File: src/rtl/vpic_pkg.sv
package vpic_pkg;
  localparam logic [7:0] ENA_BASE   = 8'h20;
  localparam logic [7:0] STAT_ADDR  = 8'hFF;
  localparam int         STAT_SENSE = 7;
  localparam int         STAT_GIE   = 2;

  typedef struct packed {
    logic ack;
    logic di;
    logic ei;
    logic reti;
  } gie_ctl_t;
endpackage

File: src/rtl/vpic_pend_bank.sv
module vpic_pend_bank #(
  parameter int N     = 11,
  parameter int IDX_W = $clog2(N)
) (
  input  logic             clk,
  input  logic             rst,
  input  logic [N-1:0]     evt,
  input  logic             clr_en,
  input  logic [IDX_W-1:0] clr_idx,
  output logic [N-1:0]     pend
);
  for (genvar g = 0; g < N; g++) begin : g_latch
    logic hit;
    assign hit = clr_en && (clr_idx == IDX_W'(g));
    always_ff @(posedge clk) begin
      if (rst) pend[g] <= 1'b0;
      else     pend[g] <= evt[g] | (pend[g] & ~hit);
    end
  end
endmodule

File: src/rtl/vpic_prio_enc.sv
module vpic_prio_enc #(
  parameter int N     = 11,
  parameter int IDX_W = $clog2(N)
) (
  input  logic [N-1:0]     act,
  output logic             any,
  output logic [IDX_W-1:0] idx
);
  always_comb begin
    any = 1'b0;
    idx = '0;
    for (int i = N - 1; i >= 0; i--) begin
      if (act[i]) begin
        any = 1'b1;
        idx = IDX_W'(i);
      end
    end
  end
endmodule

File: src/rtl/vpic_gie.sv
module vpic_gie
  import vpic_pkg::*;
(
  input  logic     clk,
  input  logic     rst,
  input  gie_ctl_t ctl,
  output logic     gie
);
  always_ff @(posedge clk) begin
    if (rst)                     gie <= 1'b0;
    else if (ctl.ack)            gie <= 1'b0;
    else if (ctl.di)             gie <= 1'b0;
    else if (ctl.ei || ctl.reti) gie <= 1'b1;
  end
endmodule

File: src/rtl/vpic_regs.sv
module vpic_regs
  import vpic_pkg::*;
#(
  parameter int N = 11
) (
  input  logic         clk,
  input  logic         rst,
  input  logic         reg_wr,
  input  logic         reg_rd,
  input  logic [7:0]   reg_addr,
  input  logic [7:0]   reg_wdata,
  input  logic         sense,
  input  logic         gie,
  output logic [N-1:0] ena,
  output logic [7:0]   reg_rdata
);
  localparam int NREG = (N + 7) / 8;
  localparam int PADW = NREG * 8;
  localparam logic [PADW-1:0] VALID = ~({PADW{1'b1}} << N);

  logic [PADW-1:0] ena_q;
  logic [7:0]      rd_mux;

  always_ff @(posedge clk) begin
    if (rst) begin
      ena_q <= '0;
    end else if (reg_wr) begin
      for (int k = 0; k < NREG; k++) begin
        if (reg_addr == ENA_BASE + 8'(k))
          ena_q[k*8 +: 8] <= reg_wdata & VALID[k*8 +: 8];
      end
    end
  end

  always_comb begin
    rd_mux = '0;
    if (reg_addr == STAT_ADDR) begin
      rd_mux[STAT_SENSE] = sense;
      rd_mux[STAT_GIE]   = gie;
    end
    for (int k = 0; k < NREG; k++) begin
      if (reg_addr == ENA_BASE + 8'(k)) rd_mux = ena_q[k*8 +: 8];
    end
  end

  always_ff @(posedge clk) begin
    if (rst)         reg_rdata <= '0;
    else if (reg_rd) reg_rdata <= rd_mux;
  end

  assign ena = ena_q[N-1:0];
endmodule

File: src/rtl/vpic_top.sv
module vpic_top
  import vpic_pkg::*;
#(
  parameter int N     = 11,
  parameter int VEC_W = 8
) (
  input  logic             clk,
  input  logic             rst,
  input  logic [N-1:0]     src_evt,
  input  logic             instr_done,
  input  logic             irq_ack,
  input  logic             cpu_di,
  input  logic             cpu_ei,
  input  logic             cpu_reti,
  input  logic             reg_wr,
  input  logic             reg_rd,
  input  logic [7:0]       reg_addr,
  input  logic [7:0]       reg_wdata,
  output logic [7:0]       reg_rdata,
  output logic             irq_req,
  output logic [VEC_W-1:0] irq_vec,
  output logic             irq_sense,
  output logic             gie_o
);
  localparam int IDX_W = $clog2(N);

  logic [N-1:0]     pend, ena, act;
  logic             any;
  logic [IDX_W-1:0] win, win_q;
  logic             req_q, ack_eff, gie;
  logic [VEC_W-1:0] vec_q;
  gie_ctl_t         ctl;

  assign ack_eff  = irq_ack & req_q;
  assign act      = pend & ena;
  assign ctl.ack  = ack_eff;
  assign ctl.di   = cpu_di;
  assign ctl.ei   = cpu_ei;
  assign ctl.reti = cpu_reti;

  vpic_pend_bank #(.N(N), .IDX_W(IDX_W)) u_pend (
    .clk(clk), .rst(rst), .evt(src_evt),
    .clr_en(ack_eff), .clr_idx(win_q), .pend(pend)
  );

  vpic_prio_enc #(.N(N), .IDX_W(IDX_W)) u_enc (
    .act(act), .any(any), .idx(win)
  );

  vpic_gie u_gie (.clk(clk), .rst(rst), .ctl(ctl), .gie(gie));

  vpic_regs #(.N(N)) u_regs (
    .clk(clk), .rst(rst), .reg_wr(reg_wr), .reg_rd(reg_rd),
    .reg_addr(reg_addr), .reg_wdata(reg_wdata),
    .sense(irq_sense), .gie(gie), .ena(ena), .reg_rdata(reg_rdata)
  );

  always_ff @(posedge clk) begin
    if (rst) begin
      req_q <= 1'b0;
      vec_q <= '0;
      win_q <= '0;
    end else if (req_q) begin
      if (irq_ack) req_q <= 1'b0;
    end else if (instr_done && gie && any) begin
      req_q <= 1'b1;
      win_q <= win;
      vec_q <= VEC_W'((32'(win) + 1) * 2);
    end
  end

  assign irq_sense = |act;
  assign irq_req   = req_q;
  assign irq_vec   = vec_q;
  assign gie_o     = gie;
endmodule

File: config.mk
export PLATFORM = sky130hd
export DESIGN_NAME = vpic_top
export DESIGN_NICKNAME = d
export VERILOG_FILES = /design/src/rtl/vpic_pkg.sv /design/src/rtl/vpic_pend_bank.sv /design/src/rtl/vpic_prio_enc.sv /design/src/rtl/vpic_gie.sv /design/src/rtl/vpic_regs.sv /design/src/rtl/vpic_top.sv
export SDC_FILE = /design/constraint.sdc
export NUM_CORES = 1
export LEC_CHECK = 0
export ABC_CLOCK_PERIOD_IN_PS = 4830
export BUFFER_PORTS_ARGS = -buffer_cell sky130_fd_sc_hd__buf_2
export CORE_MARGIN = 3
export CORE_UTILIZATION = 54
export CTS_CLUSTER_SIZE = 8
export DETAILED_ROUTE_END_ITERATION = 6
export PLACE_DENSITY = 0.88
export SLEW_MARGIN = 30
export SYNTH_ARGS = -nofsm -noshare
export SYNTH_HDL_FRONTEND = slang
export SYNTH_SLANG_ARGS = --single-unit
export TNS_END_PERCENT = 100
File: constraint.sdc
create_clock -name clk -period 4.83 [get_ports clk]
set_input_delay 0 -clock clk [delete_from_list [all_inputs] [get_ports clk]]
set_output_delay 0 -clock clk [all_outputs]
set_load 0.03 [all_outputs]
### Word-level counts from Yosys, hierarchy flattened

Cells that the tools add are included.

| operators by class | value |
|---|---|
| add/subtract/negate cells | 1 |
| multipliers | 0 |
| div/mod/pow operators | 0 |
| order comparisons | 0 |
| equality and inequality tests | 13 |
| shift operators | 0 |
| mux-type cells | 29 |
| bitwise gates (word level) | 36 |
| reductions and logical operators | 20 |

Operators with widths:

| kind | number |
|---|---|
| 4-bit two-way mux | 11 |
| 4-bit by 3-bit equality test with 1-bit output, second input constant | 4 |
| 8-bit by 6-bit equality test with 1-bit output, second input constant | 2 |
| 1-bit two-way mux | 16 |
| 8-bit two-way mux | 2 |
| 1-bit logical AND | 13 |
| 1-bit AND | 12 |
| 4-bit equality test, second input constant | 3 |
| 1-bit inverter | 12 |
| 11-bit AND | 1 |
| 1-bit OR | 11 |
| 11-bit OR reduction | 1 |
| 4-bit by 2-bit equality test with 1-bit output, second input constant | 2 |
| 8-bit equality test, second input constant | 1 |
| 2-bit AND reduction | 3 |
| 4-bit by 1-bit adder with 5-bit output, second input constant | 1 |
| 4-bit by 1-bit equality test with 1-bit output, second input constant | 1 |
| 4-bit logical NOT | 1 |
| 3-bit OR reduction | 1 |
| 1-bit logical OR | 1 |

| word-level totals | value |
|---|---|
| register bits after elaboration | 43 |
| latch bits | 0 |
| memory bits (writable) | 0 |
| bits in read-only memories | 0 |
| input bits | 36 |
| output and inout port bits | 19 |
| logic and storage cells | 117 |
| memories kept | 0 |

### Depth between registers and ports, before layout

| depth | value |
|---|---|
| word-level depth | 15 |
| depth in mapped cells | 7 |

### Modules after synthesis

Synthesis repeated with hierarchy kept, for this count alone.

| unflattened totals | value |
|---|---|
| cell total of the unflattened synthesis | 229 |
| area, all modules | 1981.9 sq um |

By module, submodules not included:

| module | instances | cells each | area each (sq um) | sequential area each (sq um) |
|---|---|---|---|---|
| vpic_regs | 1 | 90 | 820.8 | 380.4 |
| vpic_top | 1 | 66 | 531.8 | 200.2 |
| vpic_pend_bank | 1 | 51 | 474.2 | 220.2 |
| vpic_prio_enc | 1 | 19 | 112.6 | 0.0 |
| vpic_gie | 1 | 3 | 42.5 | 20.0 |

### Worst setup path after synthesis

Ideal clock, no wire load.

| path | value |
|---|---|
| path kind | register to register |
| start | register req_q (netlist: irq_req) |
| end | register u_pend.pend[4] |
| arrival time | 1.462 ns |
| path slack | 3.240 ns |
| stages on the path, launching flop included | 6 |
| buffers on the path | 0 |
| period minus slack after synthesis | 1.590 ns |
| cell sequence | dfxtp_1 > nand2_1 > or3_1 > or3_1 > a21oi_1 > nor2_1 |

| between the ends | value |
|---|---|
| cells in the longest elaborated chain, start to end | 5 |

Ends and longest elaborated chain:

| element | RTL line | text |
|---|---|---|
| start, declared | vpic_top.sv:30 | `logic req_q, ack_eff, gie;` |
| start signal, assigned | vpic_top.sv:60 | `req_q <= 1'b0;` |
| start signal, assigned | vpic_top.sv:64 | `if (irq_ack) req_q <= 1'b0;` |
| start signal, assigned | vpic_top.sv:66 | `req_q <= 1'b1;` |
| 1-bit AND | vpic_top.sv:34 | `assign ack_eff = irq_ack & req_q;` |
| 1-bit logical AND | vpic_pend_bank.sv:14 | `assign hit = clr_en && (clr_idx == IDX_W'(g));` |
| 1-bit inverter | vpic_pend_bank.sv:17 | `else pend[g] <= evt[g] \| (pend[g] & ~hit);` |
| 1-bit AND | vpic_pend_bank.sv:17 |  |
| 1-bit OR | vpic_pend_bank.sv:17 |  |
| end signal, assigned by index | vpic_pend_bank.sv:17 |  |
| end, declared | vpic_pend_bank.sv:10 | `output logic [N-1:0] pend` |

No other way between the ends.
A chain may end at the register's enable or synchronous reset.

### Worst setup path after layout

| path | value |
|---|---|
| start | register u_regs.ena_q[2] |
| end | register win_q[0] |

| between the ends | value |
|---|---|
| cells in the longest elaborated chain, start to end | 6 |

Ends and longest elaborated chain:

| element | RTL line | text |
|---|---|---|
| start, declared | vpic_regs.sv:21 | `logic [PADW-1:0] ena_q;` |
| start signal, assigned by index | vpic_regs.sv:30 | `ena_q[k*8 +: 8] <= reg_wdata & VALID[k*8 +: 8];` |
| 11-bit AND (*) | vpic_top.sv:35 | `assign act = pend & ena;` |
| 1-bit two-way mux (3 in a row) | vpic_prio_enc.sv:13 | `if (act[i]) begin` |
| 1-bit logical AND | vpic_top.sv:65 | `end else if (instr_done && gie && any) begin` |
| 2-bit AND reduction (no line) | -- |  |
| end signal, assigned | vpic_top.sv:67 | `win_q <= win;` |
| end, declared | vpic_top.sv:29 | `logic [IDX_W-1:0] win, win_q;` |

Mark *: on every way between the ends. The rest lies on a longest branch, timed or not.

==> results_dict.tcl <==
set metrics [dict create \
    cts_buffers 5 \
    slew_headroom_pct 51.2 \
    p_leak_nw 1.04 \
    post_cts_resized 0 \
    tightest_slew_ps 732 \
    cts_htree_levels 2 \
    ys.flop_type "dfxtp_1" \
    dp_hpwl_um 3250 \
    start_kind "register" \
    worstPathArrival_ps 2200 \
    io_buffers 51 \
    grt_max_degree 43 \
    grt_remaining_overflow 0 \
    yosysWarnings 0 \
    clock_latency_ps 350 \
    synth_edf_count 0 \
    fmax_mhz 520 \
    grt_use_met1_pct 29.3 \
    r2r-end "win_q[0]" \
    ys_types 44 \
    power_density_nw_per_um2 240 \
    dpl_worst_slack_ps 2650 \
    syn_area_per_cell_um2 8.62 \
    ant_nets 0 \
    clockBufferDepth 2 \
    min_period_over_period_pct 39.8 \
    cts.sinks 41 \
    criticalPathCategory "register to register" \
    antenna_found_initial 0 \
    dieWidth_um 64.2 \
    min_path_type "input port to register" \
    gp_congestion 0.951 \
    rr_startpoint "u_regs.ena_q[2]" \
    clk_pin_slew_ps 110 \
    root_buffer "clkbuf_4" \
    slew_viol_final 0 \
    synth-seq-cells 41 \
    design.core.area_um2 3130 \
    finalHoldViolations 0 \
    setup_viol 0 \
    post_drt_wl_per_cell_um 14.3 \
    critical_path.max_fanout 12 \
    drc_errors 0 \
    fin_nets 321 \
    vias 1824 \
    hp-start "reg_rd" \
    r2r_slack_ps 2910 \
    mostFrequentLayoutCells "51 x buf_2, 41 x dfxtp_1, 29 x nor2_1, 24 x a21oi_1, 23 x dlygate4sd3_1" \
    grt_pass1_wl_um 7710 \
    ir_worst_vdd_mv 0.182 \
    postCtsSetupRepairBufs 0 \
    crit_required_ps 5110 \
    hold_end "u_regs.reg_rdata[2]" \
    drt_iter0_drc 86 \
    fin_crit_ps 1920 \
    grt_util_met2_pct 40.6 \
    dr.pass1.iters 4 \
    synth.yosys.seq_area_share_pct 44.9 \
    antenna_cells 0 \
    gr-max-usage-layer "met2" \
    synthCells 212 \
    drive_gt1_share_pct 21.4 \
    setup_slack_ps 2910 \
    num_io_pins 55 \
    die_y_um 64.2 \
    die-area_um2 4120 \
    setup_tns_ps 0 \
    min_delay_path_depth 3 \
    grt_usage_pct 24.1 \
    outcome "completed" \
    crit_path_end_kind "register" \
    postRouteWirelength_um 4690 \
    syn_area_um2 1830 \
    grtUsageMet3_pct 4.92 \
    drv_cap 0 \
    ff2ff_path_depth 5 \
    viasPerCell 5.54 \
    rsz0062_at_grt "false" \
    finalClockSkew_ps 7.43 \
    core.rowCount 20 \
    start_util_pct 58.4 \
    layout_commonest_cell "buf_2" \
    grt_pass1_vias 1741 \
    area_delta_synth_final_pct 29.7 \
    cts_tree "built" \
    synthArstFlopShare_pct 0 \
]
-- worst max path at each step --
stage / from / end / slack (ps)
floorplan: irq_req / u_pend.pend[4] / 3240
global placement: u_regs.ena_q[3] / win_q[0] / 2740
detailed placement: u_regs.ena_q[3] / win_q[0] / 2650
CTS: u_regs.ena_q[3] / win_q[0] / 2640
global route: u_regs.ena_q[3] / win_q[0] / 2750
finish: u_regs.ena_q[2] / win_q[0] / 2910
-- cells in the mapped netlist (2+ instances only) --
| cell | number | area, um2 |
|---|---|---|
| dfxtp_1 | 41 | 821 |
| nor2_1 | 29 | 109 |
| a21oi_1 | 24 | 120 |
| nand2_1 | 14 | 52.6 |
| inv_1 | 11 | 41.3 |
| mux2i_1 | 10 | 100 |
| o21ai_0 | 9 | 45.0 |
| nand2b_1 | 7 | 43.8 |
| clkbuf_1 | 6 | 22.5 |
| or3_1 | 6 | 37.5 |
| nand3_1 | 5 | 25.0 |
| nor2b_1 | 5 | 31.3 |
| a32oi_1 | 4 | 35.0 |
| buf_4 | 3 | 22.5 |
| nand4_1 | 3 | 18.8 |
| a211oi_1 | 2 | 15.0 |
| a22o_1 | 2 | 17.5 |
| a22oi_1 | 2 | 15.0 |
| a31oi_1 | 2 | 12.5 |
| nor3_1 | 2 | 10.0 |
| o211ai_1 | 2 | 15.0 |
-- kinds of logic (layout without fill, tap and decap cells) --
family / count (synthesis) / in the layout / synth area share [%]
flops: 41 / 41 / 44.9
fa+ha+maj: 1 / 1 / 0.685
mux: 10 / 10 / 5.48
simple gates: 81 / 81 / 23.8
compound gates: 55 / 55 / 18.8
buf+inv: 22 / 93 / 5.62
other cells: 1 / 3 / 0.205
xor+xnor: 1 / 1 / 0.480
-- routing by layer --
layer	up-vias	wire, um
met2	81	2290
met3	13	332
met1	844	1960
met5	-	0
li1	886	-
met4	0	102
-- metrics by stage --
| step | utilization (%) | std cells | power (mW) | hold slack [ps] | area, um2 |
|---|---|---|---|---|---|
| 2_1_floorplan | - | 214 | 0.380 | 117 | 1830 |
| 3_3_place_gp | 66.6 | 298 | 0.398 | 210 | 2080 |
| 3_5_place_dp | 66.6 | 298 | 0.400 | 211 | 2080 |
| 4_1_cts | 75.5 | 329 | 0.568 | 34.9 | 2360 |
| 5_1_grt | 75.7 | 329 | 0.591 | 62.7 | 2370 |
| 6_report | 75.7 | 329 | 0.568 | 39.1 | 2370 |
-- worst max-delay path, stage by stage (launching register included) --
cell and delay, ps:
dfxtp_1 400, a22o_1 190, and3b_1 240, a31oi_2 520, or3b_1 400, a21oi_1 120
-- flip-flops by register name, summed over array words and instances (netlist names) --
name              flops
win_q                 4
irq_vec               5
u_regs.ena_q         11
u_regs.reg_rdata      8
irq_req               1
u_pend.pend          11
u_gie.gie             1
-- cell type report --
| cell class | count | area (um2) |
|---|---|---|
| clock buffers | 8 | 48.8 |
| fillers | 244 | 759 |
| inverters | 11 | 41.3 |
| multi-input cells | 151 | 917 |
| flip-flops and latches | 41 | 821 |
| well taps | 44 | 55.1 |
| repair buffers | 74 | 485 |
-- report_power, final --
group          internal, mW  leakage, nW  total (mW)  switching (mW)
clock                0.0581       0.0265       0.160           0.102
sequential            0.345        0.334       0.352         0.00641
combinational        0.0291        0.684      0.0562          0.0271
-- what timing repair did --
action	in CTS	in global routing
endpoints found under the hold margin	24	0
hold buffers	23	0
setup endpoints to repair	0	0
No activity file was read; power rests on OpenSTA's default activity.
